File: src/rtl/nfs_pkg.sv
package nfs_pkg;
  typedef enum logic [2:0] {
    ERR_NONE      = 3'd0,
    ERR_PROT      = 3'd1,
    ERR_NOTERASED = 3'd2,
    ERR_PROG      = 3'd3,
    ERR_VLOW      = 3'd4,
    ERR_TMO       = 3'd5
  } err_e;

  typedef enum logic [3:0] {
    S_IDLE, S_PRERD, S_CLR, S_PSET, S_PDATA, S_RDST,
    S_ESET, S_ECONF, S_POLL, S_SUSP, S_RDARR, S_DONE
  } st_e;

  localparam logic [7:0] C_ESETUP = 8'h20;
  localparam logic [7:0] C_ECONF  = 8'hD0;
  localparam logic [7:0] C_CLRST  = 8'h50;
  localparam logic [7:0] C_PSETUP = 8'h40;
  localparam logic [7:0] C_RDST   = 8'h70;
  localparam logic [7:0] C_SUSP   = 8'hB0;
  localparam logic [7:0] C_RDARR  = 8'hFF;

  function automatic logic [31:0] dup_cmd(input logic [7:0] c);
    return {8'h00, c, 8'h00, c};
  endfunction
endpackage

File: src/rtl/nfs_op_timer.sv
module nfs_op_timer #(
  parameter int unsigned ERASE_LIMIT = 2000,
  parameter int unsigned PROG_LIMIT  = 300
) (
  input  logic clk_i,
  input  logic rst_ni,
  input  logic clr_i,
  input  logic run_i,
  input  logic erase_i,
  output logic expired_o
);
  localparam int unsigned MAXL = (ERASE_LIMIT > PROG_LIMIT) ? ERASE_LIMIT : PROG_LIMIT;
  localparam int unsigned CW   = $clog2(MAXL + 1);

  logic [CW-1:0] cnt_q, lim;

  assign lim = erase_i ? CW'(ERASE_LIMIT) : CW'(PROG_LIMIT);

  always_ff @(posedge clk_i or negedge rst_ni) begin
    if (!rst_ni)                 cnt_q <= '0;
    else if (clr_i)              cnt_q <= '0;
    else if (run_i && cnt_q < lim) cnt_q <= cnt_q + 1'b1;
  end

  assign expired_o = (cnt_q >= lim);

  p_cnt_cap_r6: assert property (@(posedge clk_i) disable iff (!rst_ni)
    cnt_q <= CW'(MAXL));
  p_restart_r6: assert property (@(posedge clk_i) disable iff (!rst_ni)
    clr_i |=> cnt_q == '0);
endmodule

File: src/rtl/nfs_stat_decode.sv
module nfs_stat_decode
  import nfs_pkg::*;
(
  input  logic [3:0] hi_i,   // lane bits {5,4,3,1}
  input  logic [3:0] lo_i,
  output logic       hit_o,
  output err_e       code_o
);
  logic [3:0] sel;

  always_comb begin
    sel    = (|hi_i) ? hi_i : lo_i;
    hit_o  = |sel;
    code_o = ERR_NONE;
    if (sel[0])      code_o = ERR_NOTERASED;
    else if (sel[2]) code_o = ERR_PROG;
    else if (sel[1]) code_o = ERR_VLOW;
    else if (sel[3]) code_o = ERR_PROG;
  end

  always_comb begin
    if (hit_o) p_code_set_r5: assert (code_o != ERR_NONE);
  end
endmodule

File: src/rtl/nor_cmd_seq.sv
module nor_cmd_seq
  import nfs_pkg::*;
#(
  parameter int unsigned AW          = 24,
  parameter int unsigned NSECT       = 64,
  parameter int unsigned ERASE_LIMIT = 2000,
  parameter int unsigned PROG_LIMIT  = 300,
  localparam int unsigned SW         = (NSECT > 1) ? $clog2(NSECT) : 1
) (
  input  logic          clk_i,
  input  logic          rst_ni,
  input  logic          req_i,
  input  logic          op_i,
  input  logic [AW-1:0] addr_i,
  input  logic [31:0]   data_i,
  input  logic [SW-1:0] sect_i,
  input  logic [NSECT-1:0] prot_i,
  output logic          busy_o,
  output logic          done_o,
  output logic [2:0]    err_o,
  output logic          bus_req_o,
  output logic          bus_we_o,
  output logic [AW-1:0] bus_addr_o,
  output logic [31:0]   bus_wdata_o,
  input  logic          bus_ack_i,
  input  logic [31:0]   bus_rdata_i
);
  st_e           st_q;
  logic          erase_q;
  logic [AW-1:0] addr_q;
  logic [31:0]   data_q;
  err_e          err_q;
  logic          tmo, dec_hit, both_rdy;
  err_e          dec_code;

  nfs_op_timer #(.ERASE_LIMIT(ERASE_LIMIT), .PROG_LIMIT(PROG_LIMIT)) u_timer (
    .clk_i, .rst_ni,
    .clr_i    (st_q == S_IDLE),
    .run_i    (st_q == S_POLL),
    .erase_i  (erase_q),
    .expired_o(tmo)
  );

  nfs_stat_decode u_dec (
    .hi_i  ({bus_rdata_i[21:19], bus_rdata_i[17]}),
    .lo_i  ({bus_rdata_i[5:3],   bus_rdata_i[1]}),
    .hit_o (dec_hit),
    .code_o(dec_code)
  );

  assign both_rdy = bus_rdata_i[23] & bus_rdata_i[7];

  always_ff @(posedge clk_i or negedge rst_ni) begin
    if (!rst_ni) begin
      st_q    <= S_IDLE;
      erase_q <= 1'b0;
      addr_q  <= '0;
      data_q  <= '0;
      err_q   <= ERR_NONE;
    end else begin
      unique case (st_q)
        S_IDLE: if (req_i) begin
          erase_q <= op_i;
          addr_q  <= addr_i;
          data_q  <= data_i;
          err_q   <= ERR_NONE;
          if (op_i && prot_i[sect_i]) begin
            err_q <= ERR_PROT;
            st_q  <= S_DONE;
          end else begin
            st_q <= op_i ? S_ESET : S_PRERD;
          end
        end
        S_PRERD: if (bus_ack_i) begin
          if ((bus_rdata_i & data_q) != data_q) begin
            err_q <= ERR_NOTERASED;
            st_q  <= S_DONE;
          end else st_q <= S_CLR;
        end
        S_CLR:   if (bus_ack_i) st_q <= S_PSET;
        S_PSET:  if (bus_ack_i) st_q <= S_PDATA;
        S_PDATA: if (bus_ack_i) st_q <= S_RDST;
        S_RDST:  if (bus_ack_i) st_q <= S_POLL;
        S_ESET:  if (bus_ack_i) st_q <= S_ECONF;
        S_ECONF: if (bus_ack_i) st_q <= S_POLL;
        S_POLL: if (bus_ack_i) begin
          if (both_rdy) st_q <= S_RDARR;
          else if (tmo) begin
            err_q <= ERR_TMO;
            st_q  <= S_SUSP;
          end else if (!erase_q && dec_hit) begin
            err_q <= dec_code;
            st_q  <= S_RDARR;
          end
        end
        S_SUSP:  if (bus_ack_i) st_q <= S_RDARR;
        S_RDARR: if (bus_ack_i) st_q <= S_DONE;
        S_DONE:  st_q <= S_IDLE;
        default: st_q <= S_IDLE;
      endcase
    end
  end

  always_comb begin
    bus_req_o   = 1'b1;
    bus_we_o    = 1'b1;
    bus_wdata_o = '0;
    unique case (st_q)
      S_PRERD: bus_we_o = 1'b0;
      S_POLL:  bus_we_o = 1'b0;
      S_CLR:   bus_wdata_o = dup_cmd(C_CLRST);
      S_PSET:  bus_wdata_o = dup_cmd(C_PSETUP);
      S_PDATA: bus_wdata_o = data_q;
      S_RDST:  bus_wdata_o = dup_cmd(C_RDST);
      S_ESET:  bus_wdata_o = dup_cmd(C_ESETUP);
      S_ECONF: bus_wdata_o = dup_cmd(C_ECONF);
      S_SUSP:  bus_wdata_o = dup_cmd(C_SUSP);
      S_RDARR: bus_wdata_o = dup_cmd(C_RDARR);
      default: begin
        bus_req_o = 1'b0;
        bus_we_o  = 1'b0;
      end
    endcase
  end

  assign bus_addr_o = addr_q;
  assign busy_o     = (st_q != S_IDLE);
  assign done_o     = (st_q == S_DONE);
  assign err_o      = err_q;

  p_hold_r9: assert property (@(posedge clk_i) disable iff (!rst_ni)
    bus_req_o && !bus_ack_i |=> bus_req_o && $stable(bus_addr_o)
                                && $stable(bus_we_o) && $stable(bus_wdata_o));
  p_cmd_dup_r1: assert property (@(posedge clk_i) disable iff (!rst_ni)
    bus_req_o && bus_we_o && st_q != S_PDATA |->
      bus_wdata_o[31:24] == 8'h00 && bus_wdata_o[15:8] == 8'h00
      && bus_wdata_o[7:0] == bus_wdata_o[23:16]);
  p_prot_r8: assert property (@(posedge clk_i) disable iff (!rst_ni)
    st_q == S_IDLE && req_i && op_i && prot_i[sect_i] |=>
      !bus_req_o && done_o && err_o == ERR_PROT);
  p_poll_r4: assert property (@(posedge clk_i) disable iff (!rst_ni)
    st_q == S_POLL && bus_ack_i && !both_rdy && !tmo && (erase_q || !dec_hit)
      |=> st_q == S_POLL);
  p_done_r10: assert property (@(posedge clk_i) disable iff (!rst_ni)
    done_o |=> !done_o && !busy_o);
endmodule

File: config.mk
export PLATFORM = sky130hd
export DESIGN_NAME = nor_cmd_seq
export DESIGN_NICKNAME = d
export VERILOG_FILES = /design/src/rtl/nfs_pkg.sv /design/src/rtl/nfs_op_timer.sv /design/src/rtl/nfs_stat_decode.sv /design/src/rtl/nor_cmd_seq.sv
export SDC_FILE = /design/constraint.sdc
export NUM_CORES = 1
export LEC_CHECK = 0
export ABC_AREA = 1
export ABC_CLOCK_PERIOD_IN_PS = 2300
export BUFFER_PORTS_ARGS = -buffer_cell sky130_fd_sc_hd__buf_2
export CELL_PAD_IN_SITES_DETAIL_PLACEMENT = 0
export CELL_PAD_IN_SITES_GLOBAL_PLACEMENT = 1
export CORE_MARGIN = 3
export CORE_UTILIZATION = 33
export DETAILED_ROUTE_END_ITERATION = 10
export GPL_TIMING_DRIVEN = 0
export PLACE_DENSITY_LB_ADDON = 0.15
export RECOVER_POWER = 25
export SLEW_MARGIN = 20
export SYNTH_ARGS = -nofsm -noshare
export SYNTH_HDL_FRONTEND = slang
export SYNTH_SLANG_ARGS = --single-unit
File: constraint.sdc
create_clock -name clk_i -period 2.3 [get_ports clk_i]
set_input_delay 0.115 -clock clk_i [delete_from_list [all_inputs] [get_ports clk_i]]
set_output_delay 0.115 -clock clk_i [all_outputs]
set_load 0.01 [all_outputs]
==> flow_summary.toml, run 1 <==
[outcome]
status = "finished with violations"
violations = "capacitance limit, slew limit"

[cells_and_area]
instances_no_fill = 1079
diodes = 0
regArea_mm2 = 0.00188
fin_area_mm2 = 0.00664
n_fill_cell = 1464
final_nets = 1067
area_growth_pct = 38.4
layout-drive-gt1-share_pct = 35.2
multi_input_area_mm2 = 0.00251
final_core_util_pct = 47.3

[critical_path]
cp.required_ns = 2.18
path_delay_family = "buffers and inverters"
crit_buf_inv = 6
path_cells = "inv_1 -> nor2_1 -> inv_1 -> nor2_2 -> inv_1 -> buf_2 -> buf_2 -> nor2_1 -> buf_2"
worstSetupPathType = "register to primary output"
cp-start-kind = "register"
max_stage_delay_ns = 0.41
cp.arrival_ns = 2.05
r2r_cells = 12
path_max_fanout = 10
timing.rr.end = "st_q[3]"
slowest_stage = "dfrtp_1"
r2r_setup_slack_ns = 0.15
crit_path_end_kind = "primary output"
r2r_start = "erase_q"

[hold_path]
min_path_cells = 2
hold_start = "addr_i[20]"
hold_path_end = "bus_addr_o[20]"
hp-class = "input port to register"

[synthesis]
yosys.area_share.simple_pct = 31.0
synth-xor-area-share_pct = 0
synth_top_family_by_area = "simple AND/OR/NAND/NOR gates"
ys_warn_count = 0
synthDistinctLibCells = 40
syn_inst = 642
ys_seq_area_share_pct = 39.1
netlist_area_mm2 = 0.00480
synth_seq_cells = 75
synth_compound_area_share_pct = 11.8
syn-mean-instance-area_um2 = 7.47
syn_nets = 815
synth_adder_area_share_pct = 2.61
muxShareOfSynthArea_pct = 6.34

[drt]
wl_per_cell_um = 15.0
first_pass_iters = 4
vias = 5147
drt-total-wl_um = 16200
via_per_inst = 4.77
drtIter0Drc = 221
drc_errors = 0
ant_nets = 0

[sta]
fin_ws_ns = 0.135
slew_headroom_pct = -4.30
slew_violations = 29
max_freq_ghz = 0.462
setup_violations = 0
fin_setup_tns_ns = 0
fin_skew_ns = 0.00576
timing.hold.ws_ns = 0.0113
finalHoldViolCount = 0
period_minus_slack_ns = 2.17
finalCritPeriodShare_pct = 94.2
worst_pin_slew_ns = 1.56

[placed_design]
dp_slack_ns = -0.110
dpl-instance-area_mm2 = 0.00616
io_buffers = 222
hpwl_um = 13100
placed_cells = 1045
gp_congestion = 0.863

[floorplan]
core_area_mm2 = 0.0140
start_util_pct = 34.2
die_w_um = 127
ioPinCount = 226
die_area_mm2 = 0.0160
die_h_um = 127
rows = 43

[cts]
numCtsBuffers = 9
cts_buffer_depth = 2
cts_num_sinks = 75
cts_root_buffer = "clkbuf_16"
htree_levels = 3
cts.clk_slew.worst_paths_ns = 0.06
clkLatencyLatePin_ns = 0.34
cts_tree = "built"

[power_and_ir_drop]
p_seq_share_pct = 30.3
p_sw_mw = 2.99
leakage_nw = 3.64
netSwitchingFraction_pct = 42.1
irDropWorstVdd_mv = 0.528
power_frac_comb_pct = 50.5
power_mw = 7.10
pwr-share-clk_pct = 19.1
powerDensity_mw_per_mm2 = 1070
intPower_mw = 4.11

[global_routing]
grt_pass1_vias = 5280
antenna_found_initial = 2
grt_pass1_wl_um = 26100
track_usage_pct = 20.2
grt_max_degree = 49
grt_overflow_total = 0

[flow_run]
cap_violations = 1
worst register-to-register path, delay by kind of cell, from the launching register on:
family          cells  cell delay [ns]
buf+inv             1             0.15
simple gates        8             0.84
fa+ha+maj           1             0.28
compound gates      2             0.35
flops               1             0.41
how the worst max path moves through the flow:
| stage | start | end | slack (ns) | depth (start not counted) |
|---|---|---|---|---|
| after floorplan | erase_q | st_q[0] | 0.26 | 12 |
| after global placement | erase_q | st_q[3] | -0.11 | 12 |
| after detailed placement | erase_q | st_q[0] | -0.11 | 12 |
| after CTS | erase_q | st_q[3] | 0.04 | 12 |
| after global routing | erase_q | st_q[2] | -0.003 | 12 |
| final | st_q[2] | bus_wdata_o[12] | 0.13 | 9 |
routing by layer:
layer | up-vias | part of all wire (%) | GRT usage (%)
met2 | 164 | 49 | 35.1
met5 | - | 0.13 | 0
li1 | 2594 | - | -
met3 | 18 | 8.4 | 6.78
met1 | 2367 | 41 | 24.2
met4 | 4 | 1.2 | 4.92
Yosys cell counts (all sizes together):
master / n / share of area [%]
a211oi: 1 / 0.42
a21boi: 2 / 0.31
a21oi: 42 / 4.6
and3: 1 / 0.13
buf: 20 / 2.7
clkbuf: 5 / 0.39
clkinv: 1 / 0.078
dfrtp: 75 / 39
ha: 10 / 2.6
inv: 76 / 6.0
mux2: 27 / 6.3
nand2: 155 / 13
nand3: 72 / 7.9
nand3b: 1 / 0.16
nand4: 3 / 0.52
nor2: 89 / 8.0
nor3: 6 / 0.73
nor3b: 1 / 0.16
nor4: 1 / 0.13
o211ai: 6 / 0.94
o21ai: 32 / 3.4
o22ai: 15 / 2.0
o31ai: 1 / 0.16
sequential cells by signal (all words and copies together) (netlist names):
register and flops:
bus_addr_o 24, err_o 3, u_timer.cnt_q 11, st_q 4, erase_q 1, data_q 32
power by group through the flow:
stage               sequential [mW]  combinational [mW]  clock, mW
floorplan                      2.24                2.19          0
global placement               2.15                3.48          0
detailed placement             2.17                3.55          0
CTS                            2.16                3.60       1.39
global route                   2.23                4.03       1.45
finish                         2.15                3.59       1.36
cell type report:
class / count / share of cell area, %
repair buffers: 241 / 19.5
flip-flops and latches: 75 / 28.3
clock buffers: 11 / 3.81
clock inverters: 5 / 0.546
well taps: 180 / 3.39
multi-input cells: 465 / 37.8
plain buffers: 25 / 2.26
inverters: 77 / 4.43
layout by cell type, fill, tap and decap left out, drive strengths merged:
cell and count:
a211oi 1, a21boi 2, a21oi 42, and3 1, buf 246, clkbuf 16, clkinv 5, dfrtp 75
dlygate4sd3 15, ha 10, inv 77, mux2 27, nand2 155, nand3 72, nand3b 1, nand4 3
nor2 89, nor3 6, nor3b 1, nor4 1, o211ai 6, o21ai 32, o22ai 15, o31ai 1
repair_timing:
action	4_1_cts	5_1_grt
hold endpoints to repair	41	0
resized for setup	3	5
hold buffers	15	0
endpoints found under the setup margin	6	9
setup buffers	0	3
pin swaps	0	2
gates cloned	0	0
cells by family after synthesis:
| group | count (synthesis) |
|---|---|
| AND/OR/NAND/NOR | 329 |
| buffers and inverters | 102 |
| multiplexers | 27 |
| AO/OA/AOI/OAI | 99 |
| flip-flops | 75 |
| adder cells (fa/ha/maj) | 10 |
(Power assumes the default switching activity.)
==> run 2: changes to the inputs <==
--- a/config.mk
+++ b/config.mk
@@ -6,7 +6,7 @@
 export NUM_CORES = 1
 export LEC_CHECK = 0
 export ABC_AREA = 1
-export ABC_CLOCK_PERIOD_IN_PS = 2300
+export ABC_CLOCK_PERIOD_IN_PS = 2000
 export BUFFER_PORTS_ARGS = -buffer_cell sky130_fd_sc_hd__buf_2
 export CELL_PAD_IN_SITES_DETAIL_PLACEMENT = 0
 export CELL_PAD_IN_SITES_GLOBAL_PLACEMENT = 1
==> constraint.sdc (replaced) <==
create_clock -name clk_i -period 2 [get_ports clk_i]
set_input_delay 0.1 -clock clk_i [delete_from_list [all_inputs] [get_ports clk_i]]
set_output_delay 0.1 -clock clk_i [all_outputs]
set_load 0.01 [all_outputs]
==> run 2 against run 1 <==
Net effect: the run ends with hold timing, setup timing left; worst setup slack worse by 0.15 ns; global-route usage is 0.15 points lower; sequential power is 15% higher; clock skew is 0.00059 ns lower; first-iteration DRC count is 2.7% lower; sequential share of layout area is 1.0 points lower; clock power is 22% higher; clock-buffer cell count is 1 lower; design area is 4.0% higher; combinational power is 22% higher; critical path type is now register to register; critical endpoint is now st_q[3]; largest power group unchanged.
==> flow_summary.toml, run 2 (synthesis gave the netlist of run 1 again) <==
[global_routing]
grt_overflow_total = 0
grt_max_degree = 49
grt_pass1_wl_um = 26100
antenna_found_initial = 1
grt_pass1_vias = 5406
track_usage_pct = 20.1

[drt]
ant_nets = 0
vias = 5240
via_per_inst = 4.78
wl_per_cell_um = 15.0
drt-total-wl_um = 16400
drtIter0Drc = 215
drc_errors = 0
first_pass_iters = 4

[outcome]
status = "finished with violations"
violations = "hold timing, setup timing"

[hold_path]
hold_start = "addr_i[5]"
hp-class = "input port to register"
hold_path_end = "bus_addr_o[5]"
min_path_cells = 2

[cts]
cts_buffer_depth = 2
htree_levels = 3
cts_num_sinks = 75
cts.clk_slew.worst_paths_ns = 0.06
cts_tree = "built"
numCtsBuffers = 9
cts_root_buffer = "clkbuf_16"
clkLatencyLatePin_ns = 0.34

[sta]
finalCritPeriodShare_pct = 101
fin_setup_tns_ns = -0.0356
fin_skew_ns = 0.00517
slew_headroom_pct = 51.1
fin_ws_ns = -0.0121
max_freq_ghz = 0.497
worst_pin_slew_ns = 0.733
finalHoldViolCount = 1
timing.hold.ws_ns = -0.000489
slew_violations = 0
setup_violations = 4
period_minus_slack_ns = 2.01
grt_setup_unrepaired = "yes"

[critical_path]
r2r_cells = 12
cp.arrival_ns = 2.29
crit_path_end_kind = "register"
crit_buf_inv = 2
cp_num_cells = 12
cp.required_ns = 2.27
path_max_fanout = 7
path_delay_family = "simple AND/OR/NAND/NOR gates"
slowest_stage = "dfrtp_1"
cpMostUsedCell = "nand2_1"
max_stage_delay_ns = 0.39
r2r_setup_slack_ns = -0.01
worstSetupPathType = "register to register"
path_cells = "clkinv_4 -> ha_4 -> nand2_4 -> nor2_2 -> a211oi_4 -> nand3_2 -> nor2_4 -> nand3_4 -> o21ai_4 -> buf_6 -> nand2_1 -> nand2_1"
timing.rr.end = "st_q[3]"
cp-start-kind = "register"
r2r_start = "erase_q"

[floorplan]
core_area_mm2 = 0.0140
ioPinCount = 226
die_w_um = 127
rows = 43
start_util_pct = 34.2
die_area_mm2 = 0.0160
die_h_um = 127

[placed_design]
gp_congestion = 0.845
dpl-instance-area_mm2 = 0.00616
hpwl_um = 13200
io_buffers = 222
dp_slack_ns = -0.283

[power_and_ir_drop]
irDropWorstVdd_mv = 0.575
powerDensity_mw_per_mm2 = 1230
leakage_nw = 3.72

[cells_and_area]
n_fill_cell = 1422
largest_reg_flops = 32
regMostFlops = "data_q"
layout_commonest_cell = "buf_2"
area_growth_pct = 43.9
layout-drive-gt1-share_pct = 36.5
diodes = 0
final_core_util_pct = 49.2
fin_area_mm2 = 0.00691
final_nets = 1084
final_cell_mix = "230 x buf_2, 145 x nand2_1, 77 x nor2_1"

[flow_run]
cap_violations = 0
[run 2: final cells by class]
cell class                 count  area [um2]  share of cell area, %
buffer                        25         158                   2.28
tap                          180         225                   3.26
clock inverter                 6        63.8                  0.924
inverter                      77         297                   4.29
timing repair buffer         258        1450                   21.0
sequential                    75        1880                   27.2
clock buffer                  10         239                   3.46
multi-input combinational    465        2590                   37.6
[run 2: timing repair]
item                       CTS  global route
setup endpoints to repair   44            30
gates resized for setup     25             6
pin swaps                    5             4
hold buffers                26             0
buffers inserted             8             1
cloned                       0             0
hold endpoints to repair    52             0
[run 2: worst register-to-register path, stage by stage (launching register included)]
cell      delay, ns
dfrtp_1        0.39
clkinv_4       0.14
ha_4           0.29
nand2_4        0.07
nor2_2         0.05
a211oi_4       0.20
nand3_2        0.12
nor2_4         0.16
nand3_4        0.09
o21ai_4        0.20
buf_6          0.14
nand2_1        0.04
nand2_1        0.06
[run 2: power by group]
part           internal, mW  switching (mW)  total (mW)  leakage, nW
clock network          1.00           0.661        1.66        0.145
logic                  1.78            2.59        4.38         2.70
registers              2.17           0.296        2.47        0.875
total                  4.96            3.55        8.50         3.72
[run 2: per-stage QoR]
step,instances,total power [mW]
after floorplan,642,5.10
after global placement,1044,6.48
after detailed placement,1045,6.58
after CTS,1095,8.56
after global routing,1096,9.16
final,1096,8.50
[run 2: how the worst max path moves through the flow]
stage / from / endpoint / slack (ns)
CTS: erase_q / st_q[3] / -0.02
detailed placement: erase_q / st_q[0] / -0.28
finish: erase_q / st_q[3] / -0.01
global placement: erase_q / st_q[3] / -0.29
floorplan: erase_q / st_q[0] / 0.03
global route: erase_q / st_q[2] / -0.18
[run 2: layer usage]
layer	up-vias	global-route usage, %	wire, um
met5	-	0	7
met4	2	5.62	206
met1	2436	23.5	6680
li1	2628	-	-
met3	19	6.74	1360
met2	155	35.2	8150
==> run 3: changes to the inputs <==
--- a/config.mk
+++ b/config.mk
@@ -10,6 +10,7 @@
 export BUFFER_PORTS_ARGS = -buffer_cell sky130_fd_sc_hd__buf_2
 export CELL_PAD_IN_SITES_DETAIL_PLACEMENT = 0
 export CELL_PAD_IN_SITES_GLOBAL_PLACEMENT = 1
+export CORE_ASPECT_RATIO = 0.9
 export CORE_MARGIN = 3
 export CORE_UTILIZATION = 33
 export DETAILED_ROUTE_END_ITERATION = 10
==> constraint.sdc (replaced) <==
create_clock -name clk_i -period 2 [get_ports clk_i]
set_input_delay 0.1 -clock clk_i [delete_from_list [all_inputs] [get_ports clk_i]]
set_output_delay 0.1 -clock clk_i [all_outputs]
set_load 0.1 [all_outputs]
==> run 3 against run 2 <==
Net effect: the run ends with setup timing left; global-route usage is 0.42 points lower; sequential power about the same; register-to-register slack worse by 0.02 ns; critical path type unchanged.
==> flow_summary.toml, run 3 (synthesis gave the netlist of run 1 again) <==
[sta]
setup_violations = 5
fin_ws_ns = -0.0325
max_freq_ghz = 0.492
slew_violations = 0
finalHoldViolCount = 0
fin_skew_ns = 0.00363
grt_setup_unrepaired = "yes"
slew_headroom_pct = 24.2
period_minus_slack_ns = 2.03
finalCritPeriodShare_pct = 102
worst_pin_slew_ns = 1.14

[critical_path]
cp.required_ns = 2.23
crit_path_end_kind = "register"
cp_num_cells = 12
path_max_fanout = 4
cp.arrival_ns = 2.26
endpoint = "st_q[2]"
crit_buf_inv = 1
path_delay_family = "simple AND/OR/NAND/NOR gates"
r2r_setup_slack_ns = -0.03
max_stage_delay_ns = 0.41
cp-startpoint = "erase_q"
timing.rr.end = "st_q[2]"
worstSetupPathType = "register to register"
path_cells = "buf_4 -> ha_1 -> nand2_2 -> nor2_1 -> nand3b_1 -> nand3_1 -> nor2_2 -> nand3_2 -> o21ai_4 -> nor2_2 -> nand2_1 -> nand2_1"
slowest_stage = "dfrtp_1"
r2r_start = "erase_q"
r2r_cells = 12
cp-start-kind = "register"

[drt]
drc_errors = 0
ant_nets = 0
via_per_inst = 4.63
drtIter0Drc = 217
drt-total-wl_um = 16200
wl_per_cell_um = 14.4
vias = 5234
first_pass_iters = 5

[cells_and_area]
fin_area_mm2 = 0.00750
largest_reg_flops = 32
layout_commonest_cell = "buf_2"
area_growth_pct = 56.3
final_core_util_pct = 53.2
final_nets = 1105
regMostFlops = "data_q"
layout-drive-gt1-share_pct = 39.8
final_cell_mix = "195 x buf_2, 143 x nand2_1, 73 x dfrtp_1"
diodes = 0

[power_and_ir_drop]
leakage_nw = 3.90
powerDensity_mw_per_mm2 = 1750
irDropWorstVdd_mv = 1.61
power_mw = 13.1

[placed_design]
gp_congestion = 0.800
io_buffers = 222
hpwl_um = 12100
dp_slack_ns = -0.245
dpl-instance-area_mm2 = 0.00624

[global_routing]
grt_pass1_wl_um = 25700
track_usage_pct = 19.7
grt_pass1_vias = 5259
antenna_found_initial = 0
grt_max_degree = 57
grt_overflow_total = 0

[floorplan]
start_util_pct = 34.0
die_h_um = 120
die_w_um = 133
core_area_mm2 = 0.0141
die_area_mm2 = 0.0160
rows = 41
ioPinCount = 226

[flow_run]
cap_violations = 0

[outcome]
status = "finished with violations"
violations = "setup timing"

[cts]
cts.clk_slew.worst_paths_ns = 0.06
cts_num_sinks = 75
cts_buffer_depth = 2
cts_tree = "built"
numCtsBuffers = 9
htree_levels = 3
clkLatencyLatePin_ns = 0.34
cts_root_buffer = "clkbuf_16"

[hold_path]
hp-class = "input port to register"
run 3: cell types whose count changed in the layout (fill, tap and decap cells not counted), sizes merged:
| cell | change |
|---|---|
| buf | +11 |
| bufinv | -1 |
| clkbuf | +2 |
| clkinv | -1 |
| dlygate4sd3 | +9 |
| inv | +1 |
run 3: how the worst min path moves through the flow:
stage | slack [ns] | from | end | depth (start not counted)
after floorplan | -0.20 | rst_ni | bus_addr_o[0] | 0
after global placement | 0.31 | addr_i[11] | bus_addr_o[11] | 2
after detailed placement | 0.01 | rst_ni | bus_addr_o[10] | 1
after CTS | 0.001 | data_i[15] | data_q[15] | 3
after global routing | 0.004 | addr_i[23] | bus_addr_o[23] | 2
final | 0.008 | data_i[24] | data_q[24] | 3
run 3: through the flow:
step           hold WS (ns)  instances  TNS, ns
3_5_place_dp         0.0136       1058    -1.77
4_1_cts             0.00133       1118   -0.107
5_1_grt             0.00444       1130    -1.80
3_3_place_gp          0.312       1057    -1.55
2_1_floorplan        -0.196        642    -9.95
6_report            0.00821       1130   -0.114
run 3: final cells by class:
type	count	area, um2
fillers	1350	6610
multi-input cells	465	2680
repair buffers	279	1920
flip-flops and latches	75	1880
inverters	77	302
clock buffers	11	253
well taps	193	241
plain buffers	25	184
clock inverters	5	35.0
run 3: what timing repair did:
action,4_1_cts,5_1_grt
hold buffers,35,0
buffers inserted,9,11
pin swaps,6,8
cloned,0,1
resized for setup,82,49
endpoints found under the setup margin,49,36
endpoints found under the hold margin,72,0
run 3: per-layer routing:
layer / up-vias / part of all wire [%] / wire, um / GRT usage, %
li1: 2673 / - / - / -
met1: 2369 / 44 / 7140 / 25.2
met2: 178 / 47 / 7630 / 32.5
met3: 14 / 7.7 / 1250 / 6.07
met4: 0 / 1.3 / 203 / 5.08
met5: - / 0 / 0 / 0
run 3: worst min-delay path: stages:
cell and delay, ns:
buf_2 0.08, nor2_1 0.03, a21oi_1 0.10
run 3: report_power, final:
part | switching (mW) | total [mW] | internal, mW
clock network | 0.685 | 1.60 | 0.913
logic | 6.67 | 9.03 | 2.36
registers | 0.310 | 2.48 | 2.17
